$ cat src/rtl/slot2d_pkg.sv
package slot2d_pkg;
  localparam int DIM_W = 16;
  localparam int CFG_W = 3 * DIM_W;

  typedef struct packed {
    logic [DIM_W-1:0] x;
    logic [DIM_W-1:0] y;
    logic [DIM_W-1:0] w;
  } cfg2d_t;
endpackage

$ cat src/rtl/slot2d_arb.sv
module slot2d_arb #(
  parameter int N = 16,
  localparam int IDX_W = (N > 1) ? $clog2(N) : 1
) (
  input  logic [N-1:0]     req_i,
  output logic             any_o,
  output logic [IDX_W-1:0] idx_o,
  output logic [N-1:0]     onehot_o
);
  always_comb begin
    idx_o = '0;
    // scan downward so the lowest requester wins
    for (int i = N - 1; i >= 0; i--) begin
      if (req_i[i]) idx_o = IDX_W'(i);
    end
    any_o    = |req_i;
    onehot_o = any_o ? (N'(1) << idx_o) : '0;
  end
endmodule

$ cat src/rtl/slot2d_pick.sv
module slot2d_pick
  import slot2d_pkg::*;
#(
  parameter int NUM_SLOTS = 2,
  parameter int CNT_W     = 5,
  localparam int SEL_W    = (NUM_SLOTS > 1) ? $clog2(NUM_SLOTS) : 1
) (
  input  cfg2d_t [NUM_SLOTS-1:0]            slot_cfg_i,
  input  logic   [NUM_SLOTS-1:0][CNT_W-1:0] slot_cnt_i,
  input  cfg2d_t                            req_cfg_i,
  output logic                              found_o,
  output logic   [SEL_W-1:0]                sel_o
);
  logic [NUM_SLOTS-1:0] elig;

  for (genvar s = 0; s < NUM_SLOTS; s++) begin : g_elig
    assign elig[s] = (slot_cnt_i[s] == '0) || (slot_cfg_i[s] == req_cfg_i);
  end

  always_comb begin
    sel_o = '0;
    for (int s = NUM_SLOTS - 1; s >= 0; s--) begin
      if (elig[s]) sel_o = SEL_W'(s);
    end
    found_o = |elig;
  end
endmodule

$ cat src/rtl/slot2d_slot.sv
module slot2d_slot
  import slot2d_pkg::*;
#(
  parameter int CNT_W = 5
) (
  input  logic             clk_i,
  input  logic             rst_ni,
  input  logic             wr_i,
  input  cfg2d_t           cfg_i,
  input  logic [CNT_W-1:0] dec_i,
  output cfg2d_t           cfg_o,
  output logic [CNT_W-1:0] cnt_o
);
  logic [CNT_W:0] sum;
  logic [CNT_W:0] dec_ext;
  logic [CNT_W-1:0] cnt_d;

  assign sum     = {1'b0, cnt_o} + {{CNT_W{1'b0}}, wr_i};
  assign dec_ext = {1'b0, dec_i};
  // saturate at zero
  assign cnt_d   = (dec_ext > sum) ? '0 : CNT_W'(sum - dec_ext);

  always_ff @(posedge clk_i or negedge rst_ni) begin
    if (!rst_ni) begin
      cfg_o <= '0;
      cnt_o <= '0;
    end else begin
      if (wr_i) cfg_o <= cfg_i;
      cnt_o <= cnt_d;
    end
  end
endmodule

$ cat src/rtl/slot2d_alloc.sv
module slot2d_alloc
  import slot2d_pkg::*;
#(
  parameter int NUM_CH    = 16,
  parameter int NUM_SLOTS = 2,
  localparam int CNT_W    = $clog2(NUM_CH + 1),
  localparam int SEL_W    = (NUM_SLOTS > 1) ? $clog2(NUM_SLOTS) : 1,
  localparam int IDX_W    = (NUM_CH > 1) ? $clog2(NUM_CH) : 1
) (
  input  logic                          clk_i,
  input  logic                          rst_ni,
  input  logic [NUM_CH-1:0]             req_i,
  input  logic [NUM_CH*CFG_W-1:0]       req_cfg_i,
  input  logic [NUM_CH-1:0]             cyclic_i,
  input  logic [NUM_CH-1:0]             rel_i,
  output logic [NUM_CH-1:0]             gnt_o,
  output logic [NUM_CH-1:0]             busy_o,
  output logic [SEL_W-1:0]              gnt_sel_o,
  output logic [NUM_CH-1:0]             ch_en_o,
  output logic [NUM_CH*SEL_W-1:0]       ch_slot_o,
  output logic [NUM_SLOTS*CFG_W-1:0]    slot_cfg_o,
  output logic [NUM_SLOTS*CNT_W-1:0]    slot_cnt_o
);
  logic [NUM_CH-1:0]                  elig_req;
  logic                               win_any;
  logic [IDX_W-1:0]                   win_idx;
  logic [NUM_CH-1:0]                  win_oh;
  cfg2d_t                             win_cfg;
  logic                               blocked;
  logic                               found;
  logic [SEL_W-1:0]                   slot_sel;
  logic                               do_gnt;
  logic                               do_busy;
  logic [NUM_CH-1:0]                  rel_v;
  logic [NUM_SLOTS-1:0][CNT_W-1:0]    dec;
  logic [NUM_SLOTS-1:0]               slot_wr;
  cfg2d_t [NUM_SLOTS-1:0]             slot_cfg_q;
  logic [NUM_SLOTS-1:0][CNT_W-1:0]    slot_cnt_q;
  logic [NUM_CH-1:0][SEL_W-1:0]       ch_slot_q;
  logic [NUM_CH-1:0]                  ch_en_q;
  logic [NUM_CH-1:0]                  gnt_q;
  logic [NUM_CH-1:0]                  busy_q;
  logic [SEL_W-1:0]                   sel_q;

  // a channel answered last cycle sits out one cycle
  assign elig_req = req_i & ~(gnt_q | busy_q);

  slot2d_arb #(.N(NUM_CH)) u_arb (
    .req_i    (elig_req),
    .any_o    (win_any),
    .idx_o    (win_idx),
    .onehot_o (win_oh)
  );

  assign win_cfg = req_cfg_i[int'(win_idx)*CFG_W +: CFG_W];
  assign blocked = cyclic_i[win_idx] | ch_en_q[win_idx];

  slot2d_pick #(.NUM_SLOTS(NUM_SLOTS), .CNT_W(CNT_W)) u_pick (
    .slot_cfg_i (slot_cfg_q),
    .slot_cnt_i (slot_cnt_q),
    .req_cfg_i  (win_cfg),
    .found_o    (found),
    .sel_o      (slot_sel)
  );

  assign do_gnt  = win_any & ~blocked & found;
  assign do_busy = win_any & ~do_gnt;
  assign rel_v   = rel_i & ch_en_q;

  always_comb begin
    for (int s = 0; s < NUM_SLOTS; s++) begin
      dec[s] = '0;
      for (int c = 0; c < NUM_CH; c++) begin
        if (rel_v[c] && ch_slot_q[c] == SEL_W'(s)) dec[s] = dec[s] + CNT_W'(1);
      end
    end
  end

  for (genvar s = 0; s < NUM_SLOTS; s++) begin : g_slot
    assign slot_wr[s] = do_gnt && (slot_sel == SEL_W'(s));
    slot2d_slot #(.CNT_W(CNT_W)) u_slot (
      .clk_i  (clk_i),
      .rst_ni (rst_ni),
      .wr_i   (slot_wr[s]),
      .cfg_i  (win_cfg),
      .dec_i  (dec[s]),
      .cfg_o  (slot_cfg_q[s]),
      .cnt_o  (slot_cnt_q[s])
    );
    assign slot_cfg_o[s*CFG_W +: CFG_W] = slot_cfg_q[s];
    assign slot_cnt_o[s*CNT_W +: CNT_W] = slot_cnt_q[s];
  end

  for (genvar c = 0; c < NUM_CH; c++) begin : g_ch
    always_ff @(posedge clk_i or negedge rst_ni) begin
      if (!rst_ni) begin
        ch_en_q[c]   <= 1'b0;
        ch_slot_q[c] <= '0;
      end else if (do_gnt && win_oh[c]) begin
        ch_en_q[c]   <= 1'b1;
        ch_slot_q[c] <= slot_sel;
      end else if (rel_v[c]) begin
        ch_en_q[c]   <= 1'b0;
      end
    end
    assign ch_slot_o[c*SEL_W +: SEL_W] = ch_slot_q[c];
  end

  always_ff @(posedge clk_i or negedge rst_ni) begin
    if (!rst_ni) begin
      gnt_q  <= '0;
      busy_q <= '0;
      sel_q  <= '0;
    end else begin
      gnt_q  <= do_gnt  ? win_oh : '0;
      busy_q <= do_busy ? win_oh : '0;
      if (do_gnt) sel_q <= slot_sel;
    end
  end

  assign gnt_o     = gnt_q;
  assign busy_o    = busy_q;
  assign gnt_sel_o = sel_q;
  assign ch_en_o   = ch_en_q;
endmodule

$ cat config.mk
export PLATFORM = sky130hd
export DESIGN_NAME = slot2d_alloc
export DESIGN_NICKNAME = d
export VERILOG_FILES = /design/src/rtl/slot2d_pkg.sv /design/src/rtl/slot2d_arb.sv /design/src/rtl/slot2d_pick.sv /design/src/rtl/slot2d_slot.sv /design/src/rtl/slot2d_alloc.sv
export SDC_FILE = /design/constraint.sdc
export NUM_CORES = 1
export LEC_CHECK = 0
export BUFFER_PORTS_ARGS = -buffer_cell sky130_fd_sc_hd__buf_2
export CAP_MARGIN = 15
export CORE_AREA = 4 4 383 385
export DETAILED_ROUTE_END_ITERATION = 6
export DIE_AREA = 0 0 387 389
export PLACE_DENSITY_LB_ADDON = 0.12
export SYNTH_ARGS = -nofsm -noshare
export SYNTH_HDL_FRONTEND = slang
export SYNTH_SLANG_ARGS = --single-unit
$ cat constraint.sdc
create_clock -name clk_i -period 13.9 [get_ports clk_i]
set_clock_uncertainty 0.15 [all_clocks]
set_input_delay 1.39 -clock clk_i [delete_from_list [all_inputs] [get_ports clk_i]]
set_output_delay 1.39 -clock clk_i [all_outputs]
set_load 0.005 [all_outputs]
== Word-level counts from Yosys, hierarchy flattened ==
Index checks and enable logic that the tools add are counted.
Cells by class
  magnitude comparators: 3
  $mul: 1
  $add $sub $neg: 34
  bitwise logic cells: 27
  muxes and demuxes: 91
  equality and inequality tests: 2
  shift-type cells: 2
  reductions and logical operators: 72
Operator list (count)
  $shiftx A768 B11 Y48: 1
  $mux W5: 32
  $add A5 B1 Y5 const B: 30
  $eq A48 B48 Y1: 2
  $mux W4: 16
  $logic_and A1 B1 Y1: 50
  $mux W16: 3
  $mux W1: 38
  $and A16 B16 Y16: 2
  $reduce_bool A2 Y1: 16
  $not A1 Y1: 19
  $not A16 Y16: 1
  $or A16 B16 Y16: 1
  $reduce_or A16 Y1: 1
  $shl A1 B4 Y16 const A: 1
  $add A5 B1 Y6: 2
  $gt A5 B6 Y1: 2
  $logic_not A5 Y1: 2
  $sub A5 B5 Y5: 2
  $bmux W1 S4: 2
  $mul A4 B2 Y6 const B: 1
  $lt A4 B5 Y1 const B: 1
  $and A1 B1 Y1: 3
  $logic_or A1 B1 Y1: 2
  other kinds (2): 2
Word-level totals
  logic and storage cells: 275
  output and inout bits: 171
  input port bits: 818
  register bits after elaboration: 171

== Depth between registers and ports, before layout ==
Gate-level depths: netlist (run 1).
  word-level depth: 35
  gate-level depth with buffers: 51
  depth with buffers taken out: 51

== Hierarchy ==
Synthesis (run 1) repeated with hierarchy kept, for this count alone.
Second synthesis, totals
  cells, all modules: 1557
  area total of the unflattened synthesis: 18187.4 µm²
Modules (own cells, without submodules)
  slot2d_alloc: area an instance 12144.1 µm², instances 1, cells an instance 1041, sequential area each 1626.6 µm²
  slot2d_slot: area an instance 2279.7 µm², instances 2, cells an instance 155, sequential area each 1326.3 µm²
  slot2d_pick: area an instance 1087.3 µm², instances 1, cells an instance 136, sequential area each 0.0 µm²
  slot2d_arb: area an instance 396.6 µm², instances 1, cells an instance 70, sequential area each 0.0 µm²

== Worst setup path before layout (run 1) ==
Ideal clock, no wire load.
  path kind: input port to flip-flop
  start point: in rel_i[1]
  end point: reg g_slot[0].u_slot.cnt_o[2]
  required time: 13608 ps
  data arrival time: 9845 ps
  stages on the path: 43
  path buffers: 0
  setup slack: 3763 ps
  setup time: 142 ps
  path through: nand2_1 -> or2_2 -> ha_1 -> inv_1 -> xnor3_1 -> xnor2_1 -> inv_1 -> ha_1 -> xnor2_1 -> and3_1 -> or3_1 -> inv_1 -> ha_1 -> xnor2_1 -> a31o_2 -> or2_2 -> ha_1 -> xnor2_1 -> [7 not listed] -> nor2b_1 -> inv_1 -> ha_1 -> o22a_1 -> ha_1 -> mux2_2 -> ha_1 -> nand2_1 -> nor2_1 -> a21o_1 -> xnor2_1 -> mux2i_1 -> mux2i_1 -> xnor2_1 -> ha_1 -> and3_1 -> a311oi_1 -> nor2_1
Between the ends
  longest elaborated chain between the ends: 33
  elaborated cells between the ends (all ways): 34
  classes of those cells: add/sub: 15; order compare: 1; mux: 16; bitwise: 1; reduce/logical: 1
Ends and longest elaborated chain
  from (decl): RTL line slot2d_alloc.sv:15  | input logic [NUM_CH-1:0] rel_i,
  $and A16 B16 Y16 (*): RTL line slot2d_alloc.sv:68  | assign rel_v = rel_i & ch_en_q;
  $logic_and A1 B1 Y1 (*): RTL line slot2d_alloc.sv:74  | if (rel_v[c] && ch_slot_q[c] == SEL_W'(s)) dec[s] = dec[s] + CNT_W'(1);
  $mux W5 (*): RTL line slot2d_alloc.sv:74
  $add A5 B1 Y5: RTL line slot2d_alloc.sv:74
  $mux W5 (*): RTL line slot2d_alloc.sv:74
  $add A5 B1 Y5: RTL line slot2d_alloc.sv:74
  $mux W5 (*): RTL line slot2d_alloc.sv:74
  $add A5 B1 Y5: RTL line slot2d_alloc.sv:74
  [18 not listed]
  $mux W5 (*): RTL line slot2d_alloc.sv:74
  $add A5 B1 Y5: RTL line slot2d_alloc.sv:74
  $mux W5 (*): RTL line slot2d_alloc.sv:74
  $add A5 B1 Y5: RTL line slot2d_alloc.sv:74
  $mux W5 (*): RTL line slot2d_alloc.sv:74
  $sub A5 B5 Y5 or $gt A5 B6 Y1 (tied branches): RTL line slot2d_slot.sv:21  | assign cnt_d = (dec_ext > sum) ? '0 : CNT_W'(sum - dec_ext);
  $mux W5 (*): RTL line slot2d_slot.sv:21
  via g_slot[0].u_slot.cnt_d[2]: RTL line slot2d_slot.sv:16  | logic [CNT_W-1:0] cnt_d;
  to (signal assigned): RTL line slot2d_slot.sv:29  | cnt_o <= cnt_d;
  to (decl): RTL line slot2d_slot.sv:12  | output logic [CNT_W-1:0] cnt_o
The timed path passes the listed nets; every way through them passes the cells marked *.
A chain may end at the register's enable or synchronous reset.

== Worst setup path after layout (run 1) ==
  start point: in rel_i[1]
  end point: reg g_slot[0].u_slot.cnt_o[3]
Same word-level chain as after synthesis.

==> results.md, run 1 <==
* Outcome: finished, final reports clean
* Final hold violation count at 0
* PwrDens at 207 nW/um2
* Synth cell count leaders: nand2_1, mux2i_1, dfrtp_1, nand3_1, a21oi_1
* Critical path endpoint category: register
* Critical Path RT at 14.10 ns
* CTS resizes at 0
* Crit Path Class: in -> reg
* Post-DRT Antenna Nets at 0
* Largest net degree at the start of global routing at 84
* IO buf count at 988
* Max Buffers Root-to-Sink at 2
* Final worst path period share at 77.3%
* Total GRT Usage at 25.7%
* FP Rows at 139
* Area delta synth->final at 39.3%
* Root Driver: clkbuf_16
* Final setup viols at 0
* Worst Path Max Fanout at 6
* Initial Util at 14.2%
* DR iter-0 viols at 2677
* Sink Count at 171
* Cell area after synthesis at 20400 um2
* FF-to-FF End: g_slot[0].u_slot.cnt_o[3]$_DFF_PN0_
* Hold path endpoint: g_slot[1].u_slot.cfg_o[23]$_DFFE_PN0P_
* Sequential element share of the synthesized area at 21.0%
* First-pass DRT Iterations at 5
* Pleak at 13.3 nW
* Worst EP arrival at 10.95 ns
* Least-Margin Pin Slew at 1.29 ns
* HP Start: g_slot[1].u_slot.cfg_o[23]$_DFFE_PN0P_
* Worst path max stage delay at 0.57 ns
* Global Route met3 Usage at 9.68%
* First-pass GRT wire length at 259 mm
* Post-synth cell types at 93
* Register area at 4280 um2
* Syn_area_per_cell at 7.88 um2
* Post-synth top area share at 21.0%
* Placeable core area at 143000 um2
* Synth area leader: dfrtp_1
* Worst skew pair latency at 0.52 ns
* Max-cap violation count at 0
* Routing usage on met1 at 35.0%
* Peak supply drop at 0.000123 V
* Worst path most repeated cell: ha_1
* Final HPWL from detailed placement at 172 mm
* Die X at 387 um
* Most numerous cell in the Yosys netlist: nand2_1
* CTS Buf Count at 17
* Max H-tree Level at 4
* # DRC at 0
* Die Area at 151000 um2
* Slew Limit Fails at 0
* Antenna violations before repair at 105
* Reg2Reg Launch Point: ch_en_o[1]$_DFFE_PN0P_
* Busiest grt layer: met2
* Layout cell share with drive strength beyond 1 at 34.5%
* Hold Path Cell Cnt at 1
* Cell count after synthesis at 2587
* Post-synth EDFFs at 0
* Ys flop type: dfrtp_1
* Yosys warns at 0
* Max Fclk at 93.1 MHz
* R2R Setup Slk at 3.59 ns
* Boundary pin count at 989
* Reg2Reg Depth at 43
* Area occupied by multi-input gates at 15100 um2
* Postcts setup bufs at 0
* Fin nets at 4373
* Post-detailed-routing wire length at 202 mm
* GRT overflow at 0
* Worst path slowest cell: a311oi_1
* Tot Pwr at 5.88 mW
* Vias per Instance at 4.75
* Clock slew at reported path FFs at 0.08 ns
* Tmin final at 10.74 ns
* Main area contributors after synthesis: dfrtp_1, mux2i_1, nand2_1
* Slew HR at 13.9%
* GPL Wtd Cong at 0.973
* Routed vias at 25906
* Flop and latch count out of synthesis at 171
* Min-delay worst type: reg -> reg
* Startpoint type of the worst setup path: input port
* WL per Instance at 37.0 um
* CTS tree: built
* Ys async rst share at 100%
* Die height at 389 um
* CTS Hold Buffers Added at 0
* Setup TNS at 0 ns
* RSZ-0062 raised after global routing: no
* Syn nets at 3461
* Met2 GRT Util at 39.7%
* Vias in the first global route at 25403
* Fill count at 16335
==> per-layer routing <==
layer	vias up	part of all wire, %
li1	11330	-
met1	13001	44
met2	1323	43
met3	194	11
met4	58	1.1
met5	-	0.18
==> worst max path at each step <==
stage | from | endpoint | slack (ns) | cells past startpoint
floorplan | rel_i[1] | g_slot[0].u_slot.cnt_o[2]$_DFF_PN0_ | 3.76 | 43
detailed placement | rel_i[1] | g_slot[0].u_slot.cnt_o[3]$_DFF_PN0_ | 2.64 | 44
global placement | rel_i[1] | g_slot[0].u_slot.cnt_o[3]$_DFF_PN0_ | 2.64 | 44
global route | rel_i[1] | g_slot[0].u_slot.cnt_o[3]$_DFF_PN0_ | 2.37 | 44
finish | rel_i[1] | g_slot[0].u_slot.cnt_o[3]$_DFF_PN0_ | 3.16 | 44
CTS | rel_i[1] | g_slot[0].u_slot.cnt_o[3]$_DFF_PN0_ | 3.14 | 44
==> kinds of logic (layout without fill, tap and decap cells) <==
family,count (synthesis),after routing,synth area share (%)
other,0,39,0
buffers and inverters,259,1184,5.85
AO/OA/AOI/OAI,552,552,18.6
AND/OR/NAND/NOR,1011,1011,23.7
adder cells (fa/ha/maj),59,59,3.66
flip-flops,171,171,21.0
XOR/XNOR,199,199,9.21
multiplexers,336,336,18.1
==> through the flow <==
| step | worst slack, ns | cells | utilization, % | hold WS, ns | area [um2] |
|---|---|---|---|---|---|
| floorplan | 3.76 | 2587 | - | 0.361 | 20400 |
| detailed placement | 2.64 | 5383 | 19.3 | 0.368 | 27600 |
| finish | 3.16 | 5454 | 19.8 | 0.397 | 28400 |
| CTS | 3.14 | 5415 | 19.8 | 0.398 | 28300 |
| global placement | 2.64 | 5381 | 19.3 | 0.366 | 27600 |
| global route | 2.37 | 5421 | 19.8 | 0.416 | 28300 |
==> area by class of cell <==
class	count	share of cell area (%)
clock inverters	15	0.820
well taps	1903	8.39
diodes	39	0.344
repair buffers	1062	19.6
clock buffers	17	1.50
flip-flops and latches	171	15.1
multi-input cells	2157	53.1
inverters	90	1.19
==> flip-flops by register name (all words and copies together), names as in the netlist <==
signal and count:
g_slot.u_slot.cfg_o 96, ch_en_o 16, gnt_sel_o 1, gnt_o 16, ch_slot_o 16, busy_o 16, g_slot.u_slot.cnt_o 10
==> power by group <==
part           switching (mW)  total [mW]  internal, mW
registers               0.368        1.04         0.677
clock network           0.306       0.564         0.258
logic                    2.88        4.27          1.39
total                    3.56        5.88          2.32
==> critical path: cells and delay by family <==
| kind | cells | cell delay, ns |
|---|---|---|
| AND/OR/NAND/NOR | 12 | 2.31 |
| XOR/XNOR | 8 | 1.84 |
| buffers and inverters | 5 | 0.60 |
| AO/OA/AOI/OAI | 7 | 1.53 |
| multiplexers | 3 | 0.58 |
| adder cells (fa/ha/maj) | 9 | 2.66 |
==> layout by cell type, fill, tap and decap left out, types with 41 or more instances in the layout <==
cell,Yosys,routed
xnor2_1,128,128
buf_2,45,987
mux2_4,41,41
nor2_1,122,115
a31oi_1,45,43
dfrtp_1,171,171
mux2i_1,241,241
a21oi_1,135,134
o22ai_1,67,67
buf_4,9,68
xor2_1,61,61
inv_1,89,89
nor3_1,60,60
ha_1,54,54
nand2_1,456,455
nand3_1,142,142
(Power assumes the default switching activity.)
==> run 2, diff against run 1 <==
clock period = 8.8 ns   (was 13.9 ns; I/O delays follow)
==> results.md, run 2 (same netlist as run 1, synthesis figures left out) <==
* Clock slew at reported path FFs at 0.08 ns
* Failing checks: setup timing
* Routing usage on met1 at 37.7%
* Setup ws final at -0.0601 ns
* Startpoint type of the worst setup path: input port
* Final HPWL from detailed placement at 182 mm
* Pleak at 15.3 nW
* GRT overflow at 0
* Reg with most FFs: g_slot.u_slot.cfg_o
* Max Buffers Root-to-Sink at 2
* Least-Margin Pin Slew at 1.12 ns
* CTS Hold Buffers Added at 0
* PwrDens at 323 nW/um2
* R2R Setup Slk at -0.01 ns
* Slew Limit Fails at 0
* Initial Util at 14.2%
* Routed vias at 27592
* Sink Count at 171
* Largest net degree at the start of global routing at 74
* Boundary pin count at 989
* Area delta synth->final at 57.7%
* Reg2Reg Launch Point: ch_en_o[1]$_DFFE_PN0P_
* Total GRT Usage at 26.6%
* WL per Instance at 35.9 um
* Vias per Instance at 4.72
* Layout cell share with drive strength beyond 1 at 43.3%
* DR iter-0 viols at 2536
* Worst skew pair latency at 0.51 ns
* Die height at 389 um
* Fill count at 16245
* Critical Path RT at 9.04 ns
* Met2 GRT Util at 41.8%
* Fin nets at 4752
* Slew HR at 25.1%
* Max Fclk at 113 MHz
* FP Rows at 139
* Worst path max stage delay at 0.30 ns
* Pre-CTS setup slack at -0.755 ns
* Commonest non-fill, non-tap cell in the layout: buf_2
* Worst Path Max Fanout at 5
* # DRC at 0
* Placeable core area at 143000 um2
* Worst EP arrival at 9.10 ns
* Min-delay worst type: in -> async
* Die Area at 151000 um2
* Peak supply drop at 0.000143 V
* Post-DRT Antenna Nets at 0
* Crit Path Class: in -> reg
* First-pass DRT Iterations at 7
* Post-detailed-routing wire length at 210 mm
* Worst path slowest cell: ha_4
* Critical path endpoint category: register
* FF-to-FF End: g_slot[0].u_slot.cnt_o[1]$_DFF_PN0_
* First-pass GRT wire length at 269 mm
* Final setup viols at 5
* Number of flip-flops in the largest register at 96
* CTS tree: built
* Vias in the first global route at 26794
* Final hold violation count at 0
* Global Route met3 Usage at 6.45%
* Tmin final at 8.86 ns
* IO buf count at 988
* Die X at 387 um
* Antenna violations before repair at 112
* Final worst path period share at 101%
* CTS Buf Count at 17
* Max-cap violation count at 0
* Reg2Reg Depth at 48
* RSZ-0062 raised after global routing: yes
* Commonest non-fill, non-tap cells in the layout: buf_2, nand2_1, buf_4, mux2i_1, dfrtp_1
* Worst path most repeated cell: ha_1
* Root Driver: clkbuf_16
* Outcome: finished with violations
* GPL Wtd Cong at 0.991
* Busiest grt layer: met2
* Max H-tree Level at 4
* Hold_ws at 0.257 ns
==> run 2: cell types whose count changed in the layout (fill, tap and decap cells not counted), moves of 7 or more <==
cell     change
ha_4        +18
nor2_1      -11
xnor2_1     -11
inv_1        -8
a21oi_1      -7
a21oi_2      +7
inv_12       -7
buf_4      +352
diode_2     +11
ha_1        -20
xnor2_2      +9
buf_12      +28
nor2_2       +9
==> run 2: layout make-up <==
cell class                      count  area, um2  share of cell area (%)
Antenna cell                       50        125                   0.389
Sequential cell                   171       4280                    13.3
Tap cell                         1903       2380                    7.40
Clock buffer                       18        429                    1.33
Clock inverter                     14        175                   0.545
Inverter                           90        345                    1.07
Multi-Input combinational cell   2157      15700                    48.7
Timing Repair Buffer             1441       8770                    27.3
==> run 2: how the worst max path moves through the flow <==
stage	start	endpoint	slack (ns)	cells after the start
4_1_cts	rel_i[1]	g_slot[0].u_slot.cnt_o[2]$_DFF_PN0_	0.0007	47
5_1_grt	rel_i[1]	g_slot[0].u_slot.cnt_o[1]$_DFF_PN0_	-0.48	50
6_report	rel_i[1]	g_slot[0].u_slot.cnt_o[1]$_DFF_PN0_	-0.06	49
3_3_place_gp	rel_i[1]	g_slot[0].u_slot.cnt_o[4]$_DFF_PN0_	-0.75	50
3_5_place_dp	rel_i[1]	g_slot[0].u_slot.cnt_o[2]$_DFF_PN0_	-0.75	50
2_1_floorplan	rel_i[1]	g_slot[0].u_slot.cnt_o[0]$_DFF_PN0_	0.001	49
==> run 2: power by group <==
part | internal [mW] | switching, mW | total (mW)
clock network | 0.385 | 0.449 | 0.834
logic | 3.13 | 4.84 | 7.97
registers | 1.07 | 0.528 | 1.60
total | 4.59 | 5.81 | 10.4
==> run 2: worst max-delay path, delay by kind of cell <==
family	cells	cell delay (ns)
simple gates	15	1.42
fa+ha+maj	9	2.32
mux	4	0.84
buf+inv	4	0.36
xor+xnor	6	0.98
compound gates	11	2.24
==> run 2: what timing repair did <==
action                                  in CTS  in global routing
setup buffers                                9                 23
endpoints found under the setup margin      10                 10
pin swaps                                   20                 71
gates cloned                                 0                  0
gates resized for setup                     20                 75
==> run 2: layer usage <==
metal / share of wire [%] / wire [um] / vias to the layer above
met5: 0.098 / 206 / -
met1: 46 / 96700 / 13914
met4: 1.4 / 3010 / 32
li1: - / - / 12116
met3: 8.2 / 17300 / 226
met2: 44 / 92700 / 1304
==> run 2: through the flow <==
step | power [mW] | cells | util (%) | area, um2 | TNS (ns)
4_1_cts | 10.2 | 5772 | 22.0 | 31500 | 0
6_report | 10.4 | 5844 | 22.5 | 32200 | -0.274
2_1_floorplan | 4.85 | 2587 | - | 20500 | 0
5_1_grt | 10.8 | 5802 | 22.4 | 32100 | -2.90
3_3_place_gp | 9.35 | 5731 | 21.5 | 30700 | -6.75
3_5_place_dp | 9.32 | 5731 | 21.5 | 30700 | -7.11
==> run 3, diff against run 2 <==
CELL_PAD_IN_SITES_DETAIL_PLACEMENT = 1   (was unset)
CELL_PAD_IN_SITES_GLOBAL_PLACEMENT = 1   (was unset)
CORE_AREA = 4 4 388 390   (was 4 4 383 385)
DIE_AREA = 0 0 392 394   (was 0 0 387 389)
==> results.md, run 3 (same netlist as run 1, synthesis figures left out) <==
* IO buf count at 988
* Fin nets at 4797
* CP bufs+invs at 6
* Final setup viols at 0
* First-pass GRT wire length at 268 mm
* Max Fclk at 114 MHz
* PwrDens at 318 nW/um2
* Area delta synth->final at 60.2%
* Outcome: finished, final reports clean
* Final HPWL from detailed placement at 179 mm
* Critical path endpoint category: register
* Reg with most FFs: g_slot.u_slot.cfg_o
* Top delay family on crit path: adder cells
* Post-detailed-routing wire length at 206 mm
* Worst Path Max Fanout at 5
* Slew Limit Fails at 0
* DR iter-0 viols at 2281
* RSZ-0062 raised after global routing: yes
* Tmin final at 8.77 ns
* Routed vias at 27416
* Commonest non-fill, non-tap cells in the layout: buf_2, buf_4, nand2_1, mux2i_1, dfrtp_1
* GPL Wtd Cong at 0.938
* WL per Instance at 34.8 um
* Vias per Instance at 4.63
* Max-cap violation count at 0
* Least-Margin Pin Slew at 1.09 ns
* Worst path slowest cell: or3_4
* Slew HR at 27.0%
* Max Buffers Root-to-Sink at 2
* CTS Buf Count at 17
* Critical Path RT at 9.08 ns
* Initial Util at 13.9%
* Setup ws final at 0.0296 ns
* Crit Path Class: in -> reg
* CTS tree: built
* GRT overflow at 0
* Worst path most repeated cell: xnor2_1
* Clock slew at reported path FFs at 0.10 ns
* Min-delay worst type: in -> async
* Largest net degree at the start of global routing at 102
* Number of flip-flops in the largest register at 96
* Sink Count at 171
* Total GRT Usage at 25.7%
* Die height at 394 um
* Worst skew pair latency at 0.54 ns
* Placeable core area at 147000 um2
* Root Driver: clkbuf_16
* Die Area at 154000 um2
* Max H-tree Level at 4
* Vias in the first global route at 28357
* Boundary pin count at 989
* Final hold violation count at 0
* Startpoint type of the worst setup path: input port
* First-pass DRT Iterations at 5
* Peak supply drop at 0.000166 V
* Antenna violations before repair at 109
* # DRC at 0
* FP Rows at 141
* Die X at 392 um
* Worst EP arrival at 9.05 ns
* Pre-CTS setup slack at -0.894 ns
* Post-DRT Antenna Nets at 0
* Layout cell share with drive strength beyond 1 at 43.6%
* Pleak at 15.6 nW
* Final worst path period share at 99.7%
* Commonest non-fill, non-tap cell in the layout: buf_2
* Setup TNS at 0 ns
* Worst path max stage delay at 0.35 ns
-- run 3: cell count changes in the layout (fill, tap and decap cells not counted), moves of 3 or more --
cell	delta
buf_4	+35
diode_2	+8
buf_12	+9
inv_12	+5
inv_6	-4
nor2_1	+7
xnor2_1	+3
nor2_2	-8
-- run 3: per-layer routing --
layer / track usage (%) / vias to the layer above / wire (um) / share of wire [%]
li1: - / 12210 / - / -
met1: 35.9 / 13916 / 93700 / 45
met5: 0 / - / 98 / 0.048
met4: 4.90 / 16 / 3320 / 1.6
met2: 41.4 / 1101 / 94500 / 46
met3: 4.82 / 173 / 14700 / 7.1
-- run 3: worst reg2reg max path: cells and delay by family, from the launching register on --
family,cells,cell delay (ns)
compound gates,8,1.37
mux,3,0.56
simple gates,13,1.76
buf+inv,7,0.64
flops,1,0.40
fa+ha+maj,10,2.59
xor+xnor,8,1.15
-- run 3: final timing paths --
path | cells past startpoint | slack [ns] | endpoint | start
worst min-delay path | 1 | 0.19 | g_slot[0].u_slot.cfg_o[6]$_DFFE_PN0P_ | rst_ni
worst max register to register | 49 | 0.08 | g_slot[0].u_slot.cnt_o[2]$_DFF_PN0_ | ch_slot_o[0]$_DFFE_PN0P_
min in group clk_i | 2 | 0.38 | gnt_sel_o$_DFFE_PN0P_ | gnt_sel_o$_DFFE_PN0P_
max in group asynchronous | 2 | 7.08 | ch_en_o[9]$_DFFE_PN0P_ | rst_ni
worst max-delay path | 49 | 0.03 | g_slot[0].u_slot.cnt_o[2]$_DFF_PN0_ | rel_i[1]
worst min register to register | 2 | 0.38 | gnt_sel_o$_DFFE_PN0P_ | gnt_sel_o$_DFFE_PN0P_
-- run 3: repair_timing --
| item | in CTS | in global routing |
|---|---|---|
| hold buffers | 0 | 0 |
| gates resized for setup | 29 | 53 |
| pin swaps | 29 | 44 |
| setup endpoints to repair | 10 | 10 |
| buffers inserted | 9 | 17 |
-- run 3: layout make-up --
type                            instances  area [um2]
Clock buffer                           17         425
Timing Repair Buffer                 1486        9210
Fill cell                           17782      114000
Clock inverter                         15         236
Sequential cell                       171        4280
Tap cell                             1930        2410
Antenna cell                           58         145
Inverter                               90         345
Multi-Input combinational cell       2157       15600
-- run 3: where the power goes --
| part | total [mW] | switching, mW | internal (mW) |
|---|---|---|---|
| clock | 0.902 | 0.496 | 0.407 |
| combinational | 7.94 | 4.78 | 3.17 |
| sequential | 1.52 | 0.454 | 1.07 |
| total | 10.4 | 5.73 | 4.64 |
-- run 3: per-stage QoR --
step	std cells	power (mW)	utilization, %	hold slack, ns	area [um2]
6_report	5924	10.4	22.2	0.191	32700
3_3_place_gp	5808	9.41	21.2	0.362	31200
4_1_cts	5849	10.4	21.8	0.230	32100
3_5_place_dp	5808	9.38	21.2	0.368	31200
2_1_floorplan	2587	4.85	-	0.361	20500
5_1_grt	5883	10.9	22.1	0.238	32600
